[src/rtl/cct_pkg.sv]
package cct_pkg;
    localparam int CH_N         = 4;
    localparam int DATA_W       = 32;
    localparam int ADDR_W       = 6;
    localparam int PRE_W        = 4;
    localparam int PRE_MAX      = 9;
    localparam int DIV_W        = PRE_MAX;
    localparam int SH_STOP_LSB  = 8;
    localparam int IEN_LSB      = 16;

    typedef logic [ADDR_W-1:0] addr_t;

    localparam addr_t A_START  = 6'd0;
    localparam addr_t A_STOP   = 6'd1;
    localparam addr_t A_COUNT  = 6'd2;
    localparam addr_t A_CLEAR  = 6'd3;
    localparam addr_t A_SHUT   = 6'd4;
    localparam addr_t A_CAP    = 6'd8;
    localparam addr_t A_EVT    = 6'd16;
    localparam addr_t A_SHORTS = 6'd32;
    localparam addr_t A_INTSET = 6'd33;
    localparam addr_t A_INTCLR = 6'd34;
    localparam addr_t A_MODE   = 6'd40;
    localparam addr_t A_WIDTH  = 6'd41;
    localparam addr_t A_PRE    = 6'd42;
    localparam addr_t A_CC     = 6'd48;

    typedef enum logic {
        MODE_TIMER   = 1'b0,
        MODE_COUNTER = 1'b1
    } mode_e;

    typedef struct packed {
        logic [DATA_W-1:0]             cnt;
        logic                          run;
        mode_e                         mode;
        logic [1:0]                    width;
        logic [PRE_W-1:0]              pre;
        logic [DIV_W-1:0]              div;
        logic [CH_N-1:0]               evt;
        logic [CH_N-1:0]               en;
        logic [CH_N-1:0]               sh_clr;
        logic [CH_N-1:0]               sh_stop;
        logic [CH_N-1:0][DATA_W-1:0]   cc;
    } state_t;

    function automatic logic [DATA_W-1:0] width_mask(input logic [1:0] w);
        case (w)
            2'd0:    width_mask = DATA_W'(32'h0000_FFFF);
            2'd1:    width_mask = DATA_W'(32'h0000_00FF);
            2'd2:    width_mask = DATA_W'(32'h00FF_FFFF);
            default: width_mask = '1;
        endcase
    endfunction
endpackage

[src/rtl/cct_prescaler.sv]
module cct_prescaler
    import cct_pkg::*;
(
    input  logic [DIV_W-1:0] div_q,
    input  logic [PRE_W-1:0] pre,
    input  logic             en,
    input  logic             restart,
    output logic             tick,
    output logic [DIV_W-1:0] div_d
);
    logic [DIV_W-1:0] low;

    // bit g of the divider takes part in the tick when g is below the prescale
    for (genvar g = 0; g < DIV_W; g++) begin : g_low
        assign low[g] = (PRE_W'(g) < pre);
    end

    assign tick = en && ((div_q & low) == low);

    always_comb begin
        if (restart)  div_d = '0;
        else if (en)  div_d = div_q + 1'b1;
        else          div_d = div_q;
    end
endmodule

[src/rtl/cct_compare.sv]
module cct_compare
    import cct_pkg::*;
(
    input  logic                          adv,
    input  logic [DATA_W-1:0]             nxt,
    input  logic [CH_N-1:0][DATA_W-1:0]   cc,
    input  logic [CH_N-1:0]               sh_clr,
    input  logic [CH_N-1:0]               sh_stop,
    output logic [CH_N-1:0]               hit,
    output logic                          do_clr,
    output logic                          do_stop
);
    for (genvar g = 0; g < CH_N; g++) begin : g_ch
        assign hit[g] = adv && (nxt == cc[g]);
    end

    assign do_clr  = |(hit & sh_clr);
    assign do_stop = |(hit & sh_stop);
endmodule

[src/rtl/cct_readmux.sv]
module cct_readmux
    import cct_pkg::*;
(
    input  addr_t                         addr,
    input  logic [CH_N-1:0]               evt,
    input  logic [CH_N-1:0]               en,
    input  logic [CH_N-1:0]               sh_clr,
    input  logic [CH_N-1:0]               sh_stop,
    input  mode_e                         mode,
    input  logic [1:0]                    width,
    input  logic [PRE_W-1:0]              pre,
    input  logic [CH_N-1:0][DATA_W-1:0]   cc,
    output logic [DATA_W-1:0]             rdata
);
    always_comb begin
        rdata = '0;
        if (addr == A_SHORTS) begin
            rdata[CH_N-1:0]                  = sh_clr;
            rdata[SH_STOP_LSB +: CH_N]       = sh_stop;
        end
        if (addr == A_INTSET || addr == A_INTCLR) begin
            rdata[IEN_LSB +: CH_N] = en;
        end
        if (addr == A_MODE)  rdata[0]         = mode;
        if (addr == A_WIDTH) rdata[1:0]       = width;
        if (addr == A_PRE)   rdata[PRE_W-1:0] = pre;
        for (int i = 0; i < CH_N; i++) begin
            if (addr == A_EVT + addr_t'(i)) rdata[0] = evt[i];
            if (addr == A_CC + addr_t'(i))  rdata    = cc[i];
        end
    end
endmodule

[src/rtl/cc_timer.sv]
module cc_timer
    import cct_pkg::*;
(
    input  logic              clk_i,
    input  logic              rst_ni,
    input  logic              wr_i,
    input  logic [5:0]        addr_i,
    input  logic [31:0]       wdata_i,
    output logic [31:0]       rdata_o,
    output logic              irq_o
);
    state_t s_d, s_q;

    logic                  trig;
    logic                  t_start, t_stop, t_count, t_clear, t_shut;
    logic [CH_N-1:0]       t_cap;
    logic                  timer_on, tick, adv, do_clr, do_stop;
    logic [DIV_W-1:0]      div_d;
    logic [CH_N-1:0]       hit;
    logic [DATA_W-1:0]     wmask, nxt;

    // task strobes fire only for the value 1
    assign trig    = (wdata_i == DATA_W'(1));
    assign t_start = wr_i && trig && (addr_i == A_START);
    assign t_stop  = wr_i && trig && (addr_i == A_STOP);
    assign t_count = wr_i && trig && (addr_i == A_COUNT);
    assign t_clear = wr_i && trig && (addr_i == A_CLEAR);
    assign t_shut  = wr_i && trig && (addr_i == A_SHUT);

    for (genvar g = 0; g < CH_N; g++) begin : g_cap
        assign t_cap[g] = wr_i && trig && (addr_i == A_CAP + addr_t'(g));
    end

    assign wmask    = width_mask(s_q.width);
    assign nxt      = (s_q.cnt + 1'b1) & wmask;
    assign timer_on = (s_q.mode == MODE_TIMER) && s_q.run;
    assign adv      = !t_clear &&
                      (((s_q.mode == MODE_COUNTER) && t_count) || (timer_on && tick));

    cct_prescaler u_pre (
        .div_q   (s_q.div),
        .pre     (s_q.pre),
        .en      (timer_on),
        .restart (t_clear || (t_start && s_q.mode == MODE_TIMER)),
        .tick    (tick),
        .div_d   (div_d)
    );

    cct_compare u_cmp (
        .adv     (adv),
        .nxt     (nxt),
        .cc      (s_q.cc),
        .sh_clr  (s_q.sh_clr),
        .sh_stop (s_q.sh_stop),
        .hit     (hit),
        .do_clr  (do_clr),
        .do_stop (do_stop)
    );

    cct_readmux u_rd (
        .addr    (addr_i),
        .evt     (s_q.evt),
        .en      (s_q.en),
        .sh_clr  (s_q.sh_clr),
        .sh_stop (s_q.sh_stop),
        .mode    (s_q.mode),
        .width   (s_q.width),
        .pre     (s_q.pre),
        .cc      (s_q.cc),
        .rdata   (rdata_o)
    );

    always_comb begin
        s_d     = s_q;
        s_d.div = div_d;

        // register writes
        if (wr_i) begin
            if (addr_i == A_SHORTS) begin
                s_d.sh_clr  = wdata_i[CH_N-1:0];
                s_d.sh_stop = wdata_i[SH_STOP_LSB +: CH_N];
            end
            if (addr_i == A_INTSET) s_d.en = s_q.en | wdata_i[IEN_LSB +: CH_N];
            if (addr_i == A_INTCLR) s_d.en = s_q.en & ~wdata_i[IEN_LSB +: CH_N];
            if (addr_i == A_MODE)   s_d.mode  = mode_e'(wdata_i[0]);
            if (addr_i == A_WIDTH)  s_d.width = wdata_i[1:0];
            if (addr_i == A_PRE) begin
                s_d.pre = (wdata_i[PRE_W-1:0] > PRE_W'(PRE_MAX)) ?
                          PRE_W'(PRE_MAX) : wdata_i[PRE_W-1:0];
            end
            for (int i = 0; i < CH_N; i++) begin
                if (addr_i == A_CC + addr_t'(i)) s_d.cc[i] = wdata_i & wmask;
                if (addr_i == A_EVT + addr_t'(i) && wdata_i == '0) s_d.evt[i] = 1'b0;
            end
        end

        for (int i = 0; i < CH_N; i++) begin
            if (t_cap[i]) s_d.cc[i] = s_q.cnt;
        end

        // run control
        if (t_start && s_q.mode == MODE_TIMER) s_d.run = 1'b1;
        if (t_stop || t_shut)                  s_d.run = 1'b0;

        // counter step, clear task wins over a step
        if (t_clear)    s_d.cnt = '0;
        else if (adv)   s_d.cnt = do_clr ? '0 : nxt;

        // a match sets the flag even against a same-cycle flag clear
        s_d.evt = s_d.evt | hit;
        if (do_stop) s_d.run = 1'b0;
    end

    always_ff @(posedge clk_i) begin
        if (!rst_ni) s_q <= '0;
        else         s_q <= s_d;
    end

    assign irq_o = |(s_q.evt & s_q.en);

    // state views for the bound checker
    logic [CH_N-1:0]             evt_q, en_q;
    logic [DATA_W-1:0]           cnt_q;
    logic                        run_q;
    mode_e                       mode_q;
    logic [1:0]                  width_q;
    logic [CH_N-1:0][DATA_W-1:0] cc_q;

    assign evt_q   = s_q.evt;
    assign en_q    = s_q.en;
    assign cnt_q   = s_q.cnt;
    assign run_q   = s_q.run;
    assign mode_q  = s_q.mode;
    assign width_q = s_q.width;
    assign cc_q    = s_q.cc;
endmodule

[config.mk]
export PLATFORM = sky130hd
export DESIGN_NAME = cc_timer
export DESIGN_NICKNAME = d
export VERILOG_FILES = /design/src/rtl/cct_pkg.sv /design/src/rtl/cct_prescaler.sv /design/src/rtl/cct_compare.sv /design/src/rtl/cct_readmux.sv /design/src/rtl/cc_timer.sv
export SDC_FILE = /design/constraint.sdc
export NUM_CORES = 1
export LEC_CHECK = 0
export ABC_AREA = 1
export BUFFER_PORTS_ARGS = -buffer_cell sky130_fd_sc_hd__buf_4
export CAP_MARGIN = 15
export CORE_ASPECT_RATIO = 2
export CORE_MARGIN = 1.5
export CORE_UTILIZATION = 39
export CTS_CLUSTER_DIAMETER = 50
export DETAILED_ROUTE_END_ITERATION = 8
export PLACE_DENSITY = 0.64
export SYNTH_ARGS = -nofsm -noshare
export SYNTH_HDL_FRONTEND = slang
export SYNTH_SLANG_ARGS = --single-unit
[constraint.sdc]
create_clock -name clk_i -period 3.7 [get_ports clk_i]
set_input_delay 0 -clock clk_i [delete_from_list [all_inputs] [get_ports clk_i]]
set_output_delay 0 -clock clk_i [all_outputs]
set_load 0.005 [all_outputs]
==> metrics.csv, run 1 <==
metric;value;unit
status;complete, but fails checks;
failing checks;negative hold slack;
dpl ws;-0.538;ns
Worst R2R Start;cnt_q[1]$_SDFFE_PP0P_;
Async S/R FF share, synth;0;%
first-pass GRT wire length;105000;um
gr ovfl total;0;
I/O Buffers;73;
Total Routing Usage GR;42.0;%
vias in the first global route;15700;
Clock Path Buffers;2;
number of buffers created by CTS;17;
Syn Inst Count;2190;
final hold violations;1;
Fin Hold WS;-0.00207;ns
sequential cell area;0.00386;sq mm
FF-to-FF End;cnt_q[26]$_SDFFE_PP0P_;
Synth Register Bits;193;
clk_skew;0.0167;ns
initial DRC count;1484;
H-tree Lvls;4;
layout cells sized above 1;11.9;%
endpoints failing setup;0;
Lkg Pwr;6.41;nW
Rows;95;
height of the die;264;um
sequential share of the synthesized area;29.1;%
clock sinks;193;
Final #Nets;2349;
drt total wl;74700;um
Crit Path Max Fanout;6;
antenna-violating nets left;0;
core area;0.0335;sq mm
area of the multi-input gates;0.00809;sq mm
Worst slew margin;31.0;%
# DRC;0;
Worst Setup End Kind;flop;
Die W;133;um
per-cell routed wire length;27.1;um
Critical Path AT;3.90;ns
Worst-Margin Slew;1.04;ns
Yosys top cell by area;dfxtp_1;
WP data required;4.04;ns
Avg Vias per Cell;5.96;
IO Pins;74;
largest net degree at the start of global routing;79;
post-route cell area;0.0156;sq mm
post-DP HPWL;57400;um
worst ir drop on vdd;0.353;mV
Final Worst Setup Slack;0.142;ns
r2r worst-path depth;17;
CP startpoint kind;flop;
setup TNS;0;ns
YS warnings;0;
max-slew violation count;0;
Period minus WS final;3.56;ns
Avg Inst Size Synth;6.06;sq um
Initial Util;39.6;%
CTS tree;yes;
Netlist cell types;49;
synthesized net count;2233;
flop2flop setup slack;0.14;ns
RD Place Congestion;1.09;
WS Path Type;reg2reg;
f_max;281;MHz
Worst-path clk slew;0.08;ns
top post-synthesis cells by area;dfxtp_1, nand2_1, o21ai_0;
max cap viols;0;
RSZ-0062 raised after global routing;no;
Root Driver;clkbuf_16;
hold crit path type;in2reg;
hold path startpoint;wdata_i[5];
pwr dens;290;mW/mm^2
1st-pass router iterations;5;
Total Power;4.51;mW
Final period util;96.2;%
initial antenna violation count;3;
main flop type after synthesis;dfxtp_1;
placed instance area;0.0146;sq mm
Hold Crit Depth;5;
number of synthesized flops with an enable pin;0;
Worst-Skew Late Latency;0.48;ns
Die ar.;0.0352;sq mm
top-area cell type share of the netlist area;29.1;%
WHS Endpoint;cc_q[5]$_SDFFE_PN0P_;
synth-to-layout area growth;17.3;%
Vias;16400;
Post-Syn Area;0.0133;sq mm
filler cell count in the final layout;3649;
==> routing by layer <==
metal	routed length [um]	track usage (%)	vias up
li1	-	-	7464
met4	8520	40.8	2
met3	5090	8.46	383
met5	13	0	-
met1	23800	39.5	7660
met2	37300	74.2	906
==> power breakdown <==
part	switching (mW)	total, mW	internal, mW
sequential	0.0116	2.10	2.09
combinational	0.203	0.305	0.103
clock	0.953	2.11	1.16
total	1.17	4.51	3.35
==> repair_timing <==
| item | 4_1_cts | 5_1_grt |
|---|---|---|
| endpoints found under the hold margin | 42 | 0 |
| gates cloned | 0 | 1 |
| hold buffers | 24 | 0 |
| setup endpoints to repair | 8 | 30 |
| setup buffers | 5 | 2 |
| resized for setup | 3 | 7 |
| pin swaps | 2 | 2 |
==> cell usage in the layout, fill, tap and decap left out, types with 4 or more instances in the layout <==
cell type and instances:
nand3_2 40, nor2_1 236, bufinv_16 4, o31ai_1 4, nor2_2 13, and3_1 4
clkbuf_16 17, dfxtp_1 192, a21oi_1 171, xor2_1 33, nand3_1 113, dlygate4sd3_1 24
a221oi_1 5, inv_6 4, nand2_2 10, inv_2 9, nor3b_1 6, o211ai_1 15
and2_1 8, o2111ai_1 5, inv_1 267, nor3_1 24, nand2_1 519, a31oi_1 21
o22ai_1 10, a211oi_1 7, buf_4 151, o21ai_0 275, a22oi_1 12, nand3b_1 4
nand4_1 69, nor2_4 8
==> worst max-delay path, stage by stage, from the launching register on <==
cell     delay [ns]
dfxtp_1        0.42
ha_1           0.27
nand2_2        0.12
nor2_4         0.25
buf_4          0.16
nand3_1        0.20
nand3_2        0.24
nand2_1        0.08
nand2_1        0.10
nand3_1        0.19
nor3_1         0.41
nand3_1        0.13
nor2_1         0.17
nand4_1        0.21
nor2_1         0.18
nor2_2         0.12
nand3_1        0.10
a21oi_1        0.06
==> state kept, by name (all words and copies together), names as in the netlist, named ones only <==
name / count
cc_q: 128
cnt_q: 32
s_q: 21
evt_q: 4
width_q: 2
mode_q: 1
run_q: 1
==> metrics by stage <==
stage	hold WS (ns)	utilization [%]	cells
2_1_floorplan	0.0979	-	2190
3_3_place_gp	0.204	43.6	2691
3_5_place_dp	0.204	43.6	2691
4_1_cts	0.000724	46.3	2751
5_1_grt	0.0533	46.5	2754
6_report	-0.00207	46.5	2755
==> worst max path at each step <==
stage | start | to | slack (ns) | cells after the start
floorplan | cnt_q[1]$_SDFFE_PP0P_ | cnt_q[3]$_SDFFE_PP0P_ | 1.18 | 20
CTS | cnt_q[0]$_SDFFE_PP0P_ | cnt_q[26]$_SDFFE_PP0P_ | 0.03 | 19
finish | cnt_q[1]$_SDFFE_PP0P_ | cnt_q[26]$_SDFFE_PP0P_ | 0.14 | 17
global route | cnt_q[1]$_SDFFE_PP0P_ | cnt_q[25]$_SDFFE_PP0P_ | 0.002 | 19
global placement | cnt_q[0]$_SDFFE_PP0P_ | cnt_q[27]$_SDFFE_PP0P_ | -0.50 | 18
detailed placement | cnt_q[0]$_SDFFE_PP0P_ | cnt_q[20]$_SDFFE_PP0P_ | -0.54 | 18
==> cells by family after synthesis <==
kind of cell / share of synthesized area, %
XOR/XNOR: 2.51
buffers and inverters: 10.5
AO/OA/AOI/OAI: 21.6
adder cells (fa/ha/maj): 0.188
flip-flops: 29.1
AND/OR/NAND/NOR: 36.1
==> cell type report <==
type | instances | share of cell area, %
diodes | 1 | 0.0161
clock buffers | 20 | 2.87
clock inverters | 11 | 1.12
inverters | 279 | 6.72
multi-input cells | 1638 | 51.9
flip-flops and latches | 193 | 24.8
well taps | 436 | 3.50
repair buffers | 177 | 9.07
==> synthesized netlist by cell type (all sizes together), types with 6 or more instances <==
cell / number
xor2: 35
inv: 277
a211oi: 7
nand4: 69
buf: 15
and2: 8
clkbuf: 66
dfxtp: 193
a21oi: 173
a22oi: 12
o22ai: 10
o211ai: 15
o21ai: 277
nor3b: 7
nor2: 257
nand3: 154
or2: 6
nor3: 24
nand2: 529
a31oi: 21
(Power assumes the default switching activity.)
==> run 2, diff against run 1 <==
- CORE_UTILIZATION: 39 -> 25
- CTS_CLUSTER_DIAMETER: 50 -> 80
- PLACE_DENSITY: 0.64 -> 0.48
==> run 2 against run 1 <==
Compared with the run above: via count down 1.5%; die area up 55%; the flow now finishes without violations; total power is 2.6% lower; routed wire length rose by 8.8%; core utilization fell by 16 points; worst setup slack got worse by 0.13 ns.
==> metrics.csv, run 2 (synthesized netlist as in run 1, its figures left out) <==
metric;value;unit;change
clk_skew;0.0202;ns;was 0.0167 ns
worst-path cell chain;nand2_1 -> nor2_1 -> nand2_1 -> nor2_1 -> buf_4 -> nand2_1 -> nand2_1 -> nand3_2 -> xor2_1 -> nand2_1 -> nor2_1 -> nand2_1 -> nor2_1 -> nand4_1 -> nand2_2 -> nor2_4 -> buf_12 -> nand3_2 -> a21oi_1;;was ha_1 -> nand2_2 -> nor2_4 -> buf_4 -> nand3_1 -> nand3_2 -> nand2_1 -> nand2_1 -> nand3_1 -> nor3_1 -> nand3_1 -> nor2_1 -> nand4_1 -> nor2_1 -> nor2_2 -> nand3_1 -> a21oi_1
f_max;271;MHz;was 281 MHz
Top Family by Delay on Critical Path;simple AND/OR/NAND/NOR gates;;unchanged
pwr dens;273;mW/mm^2;was 290 mW/mm^2
max reg flops;128;;unchanged
Worst-Skew Late Latency;0.49;ns;was 0.48 ns
Final #Nets;2381;;was 2349
core area;0.0526;sq mm;was 0.0335 sq mm
Bufs and invs on worst path;2;;was 1
Worst-Margin Slew;1.04;ns;about the same
vias in the first global route;15900;;was 15700
I/O Buffers;73;;unchanged
leading cell type in the layout, fill and taps excluded;nand2_1;;unchanged
gr ovfl total;0;;unchanged
Worst Setup End Kind;flop;;unchanged
endpoints failing setup;0;;unchanged
Int Pwr;3.15;mW;was 3.35 mW
final core utilization;30.6;%;was 46.5%
final hold violations;0;;was 1
Clock Path Buffers;2;;unchanged
WS Path Type;reg2reg;;unchanged
layout cells sized above 1;12.6;%;was 11.9%
clock share of power;44.8;%;was 46.7%
number of buffers created by CTS;17;;unchanged
post-DP HPWL;64000;um;was 57400 um
CP startpoint kind;flop;;unchanged
Worst-path clk slew;0.08;ns;about the same
Die W;166;um;was 133 um
Period minus WS final;3.69;ns;was 3.56 ns
height of the die;329;um;was 264 um
status;finished clean;;was complete, but fails checks
Fin Hold WS;0.00831;ns;was -0.00207 ns
Crit Path Max Fanout;13;;was 6
initial DRC count;1438;;was 1484
RD Place Congestion;1.09;;about the same
CTS tree;yes;;unchanged
Hold Crit Depth;5;;unchanged
Root Driver;clkbuf_16;;unchanged
clock sinks;193;;unchanged
Lkg Pwr;6.54;nW;was 6.41 nW
max-slew violation count;0;;unchanged
first-pass GRT wire length;113000;um;was 105000 um
1st-pass router iterations;8;;was 5
Final period util;99.8;%;was 96.2%
Vias;16200;;was 16400
Crit path top cell by count;nand2_1;;was nand3_1
slowest stage cell, crit path;dfxtp_1;;unchanged
Net Sw Frac;28.4;%;was 25.9%
max cap viols;0;;unchanged
Die ar.;0.0546;sq mm;was 0.0352 sq mm
WP depth;19;;was 17
Max stage delay on crit path;0.50;ns;was 0.42 ns
hold crit path type;in2reg;;unchanged
drt total wl;81200;um;was 74700 um
Avg Vias per Cell;5.36;;was 5.96
filler cell count in the final layout;5903;;was 3649
commonest cells after routing, fill and taps aside;nand2_1, o21ai_0, inv_1;;unchanged
per-cell routed wire length;26.9;um;was 27.1 um
Critical Path AT;4.05;ns;was 3.90 ns
Worst slew margin;30.9;%;was 31.0%
H-tree Lvls;4;;unchanged
WP data required;4.06;ns;was 4.04 ns
largest net degree at the start of global routing;61;;was 79
initial antenna violation count;2;;was 3
Seq pwr share;47.8;%;was 46.5%
setup TNS;0;ns;unchanged
# DRC;0;;unchanged
antenna-violating nets left;0;;unchanged
r2r worst-path depth;19;;was 17
Initial Util;25.3;%;was 39.6%
RSZ-0062 raised after global routing;no;;unchanged
worst ir drop on vdd;0.346;mV;was 0.353 mV
IO Pins;74;;unchanged
Total Routing Usage GR;29.3;%;was 42.0%
Logic pwr share;7.4;%;was 6.8%
Psw;1.25;mW;was 1.17 mW
synth-to-layout area growth;21.1;%;was 17.3%
Rows;119;;was 95
[run 2: changes by cell type in the layout (fill, tap and decap cells not counted), sizes merged]
cell / delta
buf: +23
bufinv: -3
clkbuf: -3
clkinv: +2
dlygate4sd3: +9
inv: +5
[run 2: repair_timing]
item	in CTS	in global routing
resized for setup	0	4
hold buffers	33	0
endpoints found under the hold margin	69	0
buffers inserted	0	2
endpoints found under the setup margin	0	34
[run 2: worst reg2reg max path, stage by stage (launching register included)]
cell	delay, ns
dfxtp_1	0.50
nand2_1	0.15
nor2_1	0.17
nand2_1	0.18
nor2_1	0.37
buf_4	0.20
nand2_1	0.05
nand2_1	0.09
nand3_2	0.14
xor2_1	0.38
nand2_1	0.09
nor2_1	0.09
nand2_1	0.19
nor2_1	0.26
nand4_1	0.13
nand2_2	0.22
nor2_4	0.06
buf_12	0.16
nand3_2	0.07
a21oi_1	0.07
[run 2: metal layers]
metal	part of all wire, %	vias up	global-route usage, %	wire [um]
met2	52	650	54.9	42500
met4	12	0	30.0	9450
li1	-	7540	-	-
met5	0	-	0	0
met1	32	7698	25.9	25700
met3	4.4	283	4.40	3570
[run 2: final cells by class]
type	instances	area [sq um]	share of cell area (%)
timing repair buffer	209	1690	10.5
antenna	1	2.50	0.0156
sequential	193	3860	24.0
clock inverter	15	144	0.895
inverter	279	1050	6.51
clock buffer	17	425	2.65
multi-input combinational	1638	8080	50.2
tap	665	832	5.17
[run 2: final timing paths]
path / startpoint / end / slack (ns)
worst max-delay path: cnt_q[2]$_SDFFE_PP0P_ / cnt_q[31]$_SDFFE_PP0P_ / 0.007
worst max register to register: cnt_q[2]$_SDFFE_PP0P_ / cnt_q[31]$_SDFFE_PP0P_ / 0.007
worst min register to register: flop / flop / 0.47
worst min-delay path: wdata_i[26] / cc_q[122]$_SDFFE_PN0P_ / 0.008
[run 2: power groups by stage]
| stage | Sequential (mW) | Combinational, mW | Clock [mW] |
|---|---|---|---|
| finish | 2.10 | 0.325 | 1.97 |
| floorplan | 2.14 | 0.142 | 0 |
| global route | 2.10 | 0.345 | 2.07 |
| CTS | 2.10 | 0.320 | 1.99 |
| global placement | 2.15 | 0.293 | 0 |
| detailed placement | 2.15 | 0.294 | 0 |
[run 2: per-stage QoR]
step	std cells	setup WS (ns)	area, sq um	power, mW
2_1_floorplan	2190	1.18	13300	2.28
3_5_place_dp	2948	0.0734	15100	2.44
3_3_place_gp	2948	0.0704	15100	2.44
5_1_grt	3016	0.00899	16100	4.51
6_report	3017	0.00699	16100	4.39
4_1_cts	3013	0.0513	16000	4.41
